File: src/rtl/npcPkg.sv
package npcPkg;

  typedef enum logic [2:0] {
    FLOW_SEQ  = 3'd0,
    FLOW_BEQ  = 3'd1,
    FLOW_BNE  = 3'd2,
    FLOW_JMP  = 3'd3,
    FLOW_JAL  = 3'd4,
    FLOW_JREG = 3'd5
  } flowKind_e;

  // strobes from control to datapath
  typedef struct packed {
    logic selBranch;
    logic selJump;
    logic selReg;
    logic taken;
    logic linkWe;
  } npcStrobes_t;

endpackage

File: src/rtl/npcControl.sv
module npcControl
  import npcPkg::*;
(
  input  logic        rst,
  input  logic [2:0]  flowKind,
  input  logic        operandsEqual,
  output npcStrobes_t strb
);

  logic branchHit;
  logic isBeq;
  logic isBne;
  logic isJmp;
  logic isJal;
  logic isJreg;

  always_comb begin
    isBeq  = (flowKind == FLOW_BEQ);
    isBne  = (flowKind == FLOW_BNE);
    isJmp  = (flowKind == FLOW_JMP);
    isJal  = (flowKind == FLOW_JAL);
    isJreg = (flowKind == FLOW_JREG);
  end

  always_comb begin
    branchHit = (isBeq && operandsEqual) || (isBne && !operandsEqual);
  end

  always_comb begin
    strb.selBranch = branchHit;
    strb.selJump   = isJmp || isJal;
    strb.selReg    = isJreg;
    strb.taken     = !rst && (branchHit || isJmp || isJal || isJreg);
    strb.linkWe    = !rst && isJal;
  end


  always_comb begin
    if (strb.linkWe) begin
      linkwe_kind_chk: assert (flowKind == FLOW_JAL);
    end
  end


  always_comb begin
    if (rst) begin
      reset_quiet_chk: assert (!strb.taken && !strb.linkWe);
    end
  end

endmodule

File: src/rtl/npcDatapath.sv
module npcDatapath
  import npcPkg::*;
#(
  parameter int ADDR_W  = 32,
  parameter int OFF_W   = 16,
  parameter int FIELD_W = 26
) (
  input  logic               clk,
  input  logic               rst,
  input  npcStrobes_t        strb,
  input  logic [ADDR_W-1:0]  opA,
  input  logic [ADDR_W-1:0]  opB,
  input  logic [OFF_W-1:0]   brOffset,
  input  logic [FIELD_W-1:0] jmpField,
  input  logic [ADDR_W-1:0]  regTarget,
  output logic               operandsEqual,
  output logic [ADDR_W-1:0]  pc,
  output logic [ADDR_W-1:0]  nextPc,
  output logic [ADDR_W-1:0]  pcPlus4
);

  localparam int WORD_SHIFT = 2;
  localparam int EXT_W      = ADDR_W - OFF_W - WORD_SHIFT;
  localparam int REGION_W   = ADDR_W - FIELD_W - WORD_SHIFT;
  localparam logic [ADDR_W-1:0] STEP = ADDR_W'(4);

  logic [ADDR_W-1:0] brDisp;
  logic [ADDR_W-1:0] brTarget;
  logic [ADDR_W-1:0] jmpTarget;
  logic [ADDR_W-1:0] pcReg;

  assign pc = pcReg;

  always_comb begin
    operandsEqual = (opA == opB);
  end

  always_comb begin
    pcPlus4 = pcReg + STEP;
  end

  // signed word offset scaled to bytes
  generate
    if (EXT_W > 0) begin : g_ext
      always_comb brDisp = {{EXT_W{brOffset[OFF_W-1]}}, brOffset, {WORD_SHIFT{1'b0}}};
    end else begin : g_noext
      always_comb brDisp = {brOffset[ADDR_W-WORD_SHIFT-1:0], {WORD_SHIFT{1'b0}}};
    end
  endgenerate

  always_comb begin
    brTarget = pcPlus4 + brDisp;
  end

  // region bits from the address after the jump
  generate
    if (REGION_W > 0) begin : g_region
      always_comb jmpTarget = {pcPlus4[ADDR_W-1 -: REGION_W], jmpField, {WORD_SHIFT{1'b0}}};
    end else begin : g_noregion
      always_comb jmpTarget = {jmpField[ADDR_W-WORD_SHIFT-1:0], {WORD_SHIFT{1'b0}}};
    end
  endgenerate

  always_comb begin
    nextPc = pcPlus4;
    if (strb.selReg) begin
      nextPc = regTarget;
    end else if (strb.selJump) begin
      nextPc = jmpTarget;
    end else if (strb.selBranch) begin
      nextPc = brTarget;
    end
  end

  always_ff @(posedge clk) begin
    if (rst) begin
      pcReg <= '0;
    end else begin
      pcReg <= nextPc;
    end
  end


  reset_zero_chk: assert property (@(posedge clk) rst |=> pcReg == '0);


  seq_step_chk: assert property (@(posedge clk) disable iff (rst)
    !strb.taken |=> pcReg == $past(pcReg) + STEP);


  region_keep_chk: assert property (@(posedge clk) disable iff (rst)
    strb.selJump |-> (nextPc[ADDR_W-1 -: 4] == pcPlus4[ADDR_W-1 -: 4]) && (nextPc[1:0] == 2'b00));


  branch_align_chk: assert property (@(posedge clk) disable iff (rst)
    strb.selBranch |-> nextPc[1:0] == pcReg[1:0]);


  sel_onehot_chk: assert property (@(posedge clk) disable iff (rst)
    $onehot0({strb.selBranch, strb.selJump, strb.selReg}));


  link_jump_chk: assert property (@(posedge clk) disable iff (rst)
    strb.linkWe |-> strb.selJump && strb.taken);

endmodule

File: src/rtl/nextPcUnit.sv
module nextPcUnit
  import npcPkg::*;
#(
  parameter int ADDR_W  = 32,
  parameter int OFF_W   = 16,
  parameter int FIELD_W = 26
) (
  input  logic               clk,
  input  logic               rst,
  input  logic [2:0]         flowKind,
  input  logic [ADDR_W-1:0]  opA,
  input  logic [ADDR_W-1:0]  opB,
  input  logic [OFF_W-1:0]   brOffset,
  input  logic [FIELD_W-1:0] jmpField,
  input  logic [ADDR_W-1:0]  regTarget,
  output logic [ADDR_W-1:0]  pc,
  output logic [ADDR_W-1:0]  nextPc,
  output logic               taken,
  output logic               linkWe,
  output logic [ADDR_W-1:0]  linkVal
);

  npcStrobes_t strb;
  logic        operandsEqual;

  npcControl ctrl_i (
    .rst           (rst),
    .flowKind      (flowKind),
    .operandsEqual (operandsEqual),
    .strb          (strb)
  );

  npcDatapath #(
    .ADDR_W  (ADDR_W),
    .OFF_W   (OFF_W),
    .FIELD_W (FIELD_W)
  ) dp_i (
    .clk           (clk),
    .rst           (rst),
    .strb          (strb),
    .opA           (opA),
    .opB           (opB),
    .brOffset      (brOffset),
    .jmpField      (jmpField),
    .regTarget     (regTarget),
    .operandsEqual (operandsEqual),
    .pc            (pc),
    .nextPc        (nextPc),
    .pcPlus4       (linkVal)
  );

  assign taken  = strb.taken;
  assign linkWe = strb.linkWe;

endmodule

File: config.mk
export PLATFORM = sky130hd
export DESIGN_NAME = nextPcUnit
export DESIGN_NICKNAME = d
export VERILOG_FILES = /design/src/rtl/npcPkg.sv /design/src/rtl/npcControl.sv /design/src/rtl/npcDatapath.sv /design/src/rtl/nextPcUnit.sv
export SDC_FILE = /design/constraint.sdc
export NUM_CORES = 1
export LEC_CHECK = 0
export BUFFER_PORTS_ARGS = -buffer_cell sky130_fd_sc_hd__buf_2
export CAP_MARGIN = 20
export CORE_MARGIN = 2
export CORE_UTILIZATION = 40
export DETAILED_ROUTE_END_ITERATION = 10
export GPL_ROUTABILITY_DRIVEN = 1
export GPL_TIMING_DRIVEN = 0
export PLACE_DENSITY_LB_ADDON = 0.12
export SETUP_SLACK_MARGIN = 0.02
export SLEW_MARGIN = 20
export SYNTH_ARGS = -nofsm -noshare
export SYNTH_HDL_FRONTEND = slang
export SYNTH_SLANG_ARGS = --single-unit
export TNS_END_PERCENT = 100
File: constraint.sdc
create_clock -name clk -period 7.67 [get_ports clk]
set_clock_uncertainty 0.15 [all_clocks]
set_input_delay 0.3835 -clock clk [delete_from_list [all_inputs] [get_ports clk]]
set_output_delay 0.3835 -clock clk [all_outputs]
set_load 0.01 [all_outputs]
==> impl_metrics.json <==
{
  "wl_per_cell_um": 17.8,
  "worstSetupEndpointType": "primary output",
  "core-area_mm2": 0.0114,
  "drtIter0Drc": 411,
  "largest_register_ffs": 32,
  "setup_viol": 0,
  "r2r.worst_path.cells": 16,
  "fmax_mhz": 194,
  "grt_pass1_wl_um": 28200,
  "seq_area_frac_synth_pct": 13.8,
  "dr.pass1.iters": 5,
  "numCtsBuffers": 5,
  "reg2reg_from": "dp_i.pc[2]",
  "finalCriticalPeriod_ns": 5.15,
  "ys_types": 69,
  "clock-sinks": 32,
  "final_common_cell": "buf_2",
  "tns_ns": 0,
  "ys_ff_latch": 32,
  "die_w_um": 112,
  "tritoncts": "yes",
  "post-place-ws_ns": 2.95,
  "wl_um": 18200,
  "ios": 241,
  "cts_hold_buf": 0,
  "ys_async_sr_fraction_pct": 0,
  "drc": 0,
  "start_kind": "register",
  "die_h_um": 112,
  "ys_warn_count": 0,
  "clock_latency_ns": 0.28,
  "vias": 5748,
  "ant_nets": 0,
  "crit_fanout": 8,
  "vdd_ir_drop_max_v": 0.0000944,
  "syn_inst": 631,
  "rsz0062_at_grt": "false",
  "postCtsSetupBuffers": 0,
  "grt_overflow": 0,
  "syn_nets": 811,
  "tightest_slew_ns": 0.789,
  "portBuffers": 237,
  "synth.avg_cell_area_um2": 7.35,
  "synth_edf_count": 0,
  "fp.dieArea_mm2": 0.0125,
  "area_growth_pct": 32.7,
  "final_cell_mix": "buf_2 (238), nand2_1 (68), xor2_1 (54)",
  "grt_pass1_vias": 5573,
  "r2r-end": "dp_i.pc[31]",
  "cap_viol_max_count": 0,
  "grt_start_max_net_pins": 21,
  "hold_path_class": "primary input to register",
  "min_to": "dp_i.pc[5]",
  "cts_max_path_buffers": 2,
  "p_leak_nw": 3.08,
  "fin_nets": 1055,
  "htree_levels": 2,
  "core.rowCount": 39,
  "track_usage_pct": 28.0,
  "path_clk_slew_ns": 0.05,
  "slew_violations": 0,
  "hold_viol": 0,
  "min_path_cells": 3,
  "gp_congestion": 0.917,
  "cts.repair.resized": 0,
  "vias_per_cell": 5.64,
  "arrival_ns": 4.62,
  "rrSetupSlack_ns": 3.17,
  "initial_utilization_pct": 40.8,
  "hpwl_um": 15100,
  "synth-main-ff-cell": "dfxtp_1",
  "cts_root_buf": "clkbuf_16",
  "worstHoldStart": "regTarget[5]",
  "status": "finished, final reports clean",
  "post-route-period-util_pct": 67.2,
  "synth_area_mm2": 0.00464,
  "power_density_mw_per_mm2": 145,
  "antenna_found_initial": 0,
  "cp.required_ns": 7.14,
  "setup.worst_path.class": "register to primary output",
  "drive_above_1_share_pct": 31.2,
  "fin_ws_ns": 2.52,
  "nFillCells": 1143,
  "max_slew_margin_pct": 47.4
}
## critical path, stage by stage, from the launching register on
cell and delay, ns:
dfxtp_1 0.46, ha_1 0.25, and4_1 0.29, and2_1 0.27
nand3_1 0.19, nor2_1 0.15, xor2_1 0.36, ha_1 0.18
clkbuf_1 0.28, nand4_1 0.26, nor4_1 0.50, a22oi_1 0.14
nand3_1 0.12, a211oi_1 0.09, xor2_1 0.29, mux2i_1 0.29
nor2_1 0.07, buf_2 0.14
## cell type report
| type | count | area (um2) | area share (%) |
|---|---|---|---|
| Clock buffer | 6 | 139 | 2.26 |
| Clock inverter | 2 | 10.0 | 0.163 |
| Tap cell | 143 | 179 | 2.91 |
| Timing Repair Buffer | 237 | 1190 | 19.3 |
| Inverter | 14 | 52.6 | 0.854 |
| Multi-Input combinational cell | 553 | 3790 | 61.6 |
| Buffer | 32 | 153 | 2.48 |
| Antenna cell | 1 | 2.50 | 0.0407 |
| Sequential cell | 32 | 641 | 10.4 |
## through the flow
stage | area [um2] | total power, W | hold slack, ns | instances | util (%)
final | 6160 | 0.000894 | 0.212 | 1020 | 54.1
after global routing | 6150 | 0.000951 | 0.221 | 1019 | 54.1
after CTS | 6150 | 0.000889 | 0.209 | 1019 | 54.1
after detailed placement | 6000 | 0.000689 | 0.478 | 1011 | 52.8
after global placement | 6000 | 0.000683 | 0.458 | 1011 | 52.8
after floorplan | 4640 | 0.000507 | 0.380 | 631 | -
## report_power, final
| group | total [W] | switching (W) | internal [W] |
|---|---|---|---|
| logic | 0.000488 | 0.000289 | 0.000199 |
| clock network | 0.000201 | 0.0000729 | 0.000128 |
| registers | 0.000205 | 0.0000223 | 0.000183 |
## worst max-delay path by stage
stage / start / end
after detailed placement: dp_i.pc[2] / nextPc[31]
after global routing: dp_i.pc[2] / nextPc[31]
after global placement: dp_i.pc[2] / nextPc[31]
after CTS: dp_i.pc[2] / nextPc[31]
after floorplan: dp_i.pc[2] / nextPc[29]
final: dp_i.pc[2] / nextPc[31]
## synth_stat cells, drive strengths merged, types with 2 or more instances
master  number  area, um2
o211ai       8       65.1
mux2i        7       70.1
o21ai       27        135
o221ai       3       32.5
o31ai       18        154
a311oi       3       26.3
a21oi       49        245
dfxtp       32        641
nor3b        2       15.0
a22oi        7       52.6
mux2         2       26.3
xnor2       28        245
a31oi        4       31.3
buf          8       61.3
o22ai        3       18.8
clkbuf      24       91.3
or3          6       37.5
nand4       14        109
nor3        24        135
ha          36        450
and4         4       35.0
o21bai       7       56.3
and2         9       56.3
nand3b       7       52.6
nor2b       14       87.6
a211oi      14        110
nand3       19        100
inv         14       52.6
nor2        52        198
a221oi       2       17.5
xor2        55        489
o21a         2       15.0
a21boi       4       30.0
nand2       68        255
and3         9       56.3
o211a        3       30.0
nand2b       7       43.8
a21o        15        113
nor4        11       83.8
## routing by layer
layer,vias up,track usage [%],share of wire [%]
li1,2790,-,-
met1,2668,34.5,41
met2,249,48.9,49
met3,41,5.39,7.1
met4,0,9.05,3.0
met5,-,0,0
## kinds of logic after synthesis
kind of cell,Yosys count,synth area share (%)
adder cells (fa/ha/maj),37,10.1
AO/OA/AOI/OAI,176,26.2
AND/OR/NAND/NOR,248,27.6
buffers and inverters,46,4.42
XOR/XNOR,83,15.8
flip-flops,32,13.8
multiplexers,9,2.08
No activity file was read; power rests on OpenSTA's default activity.
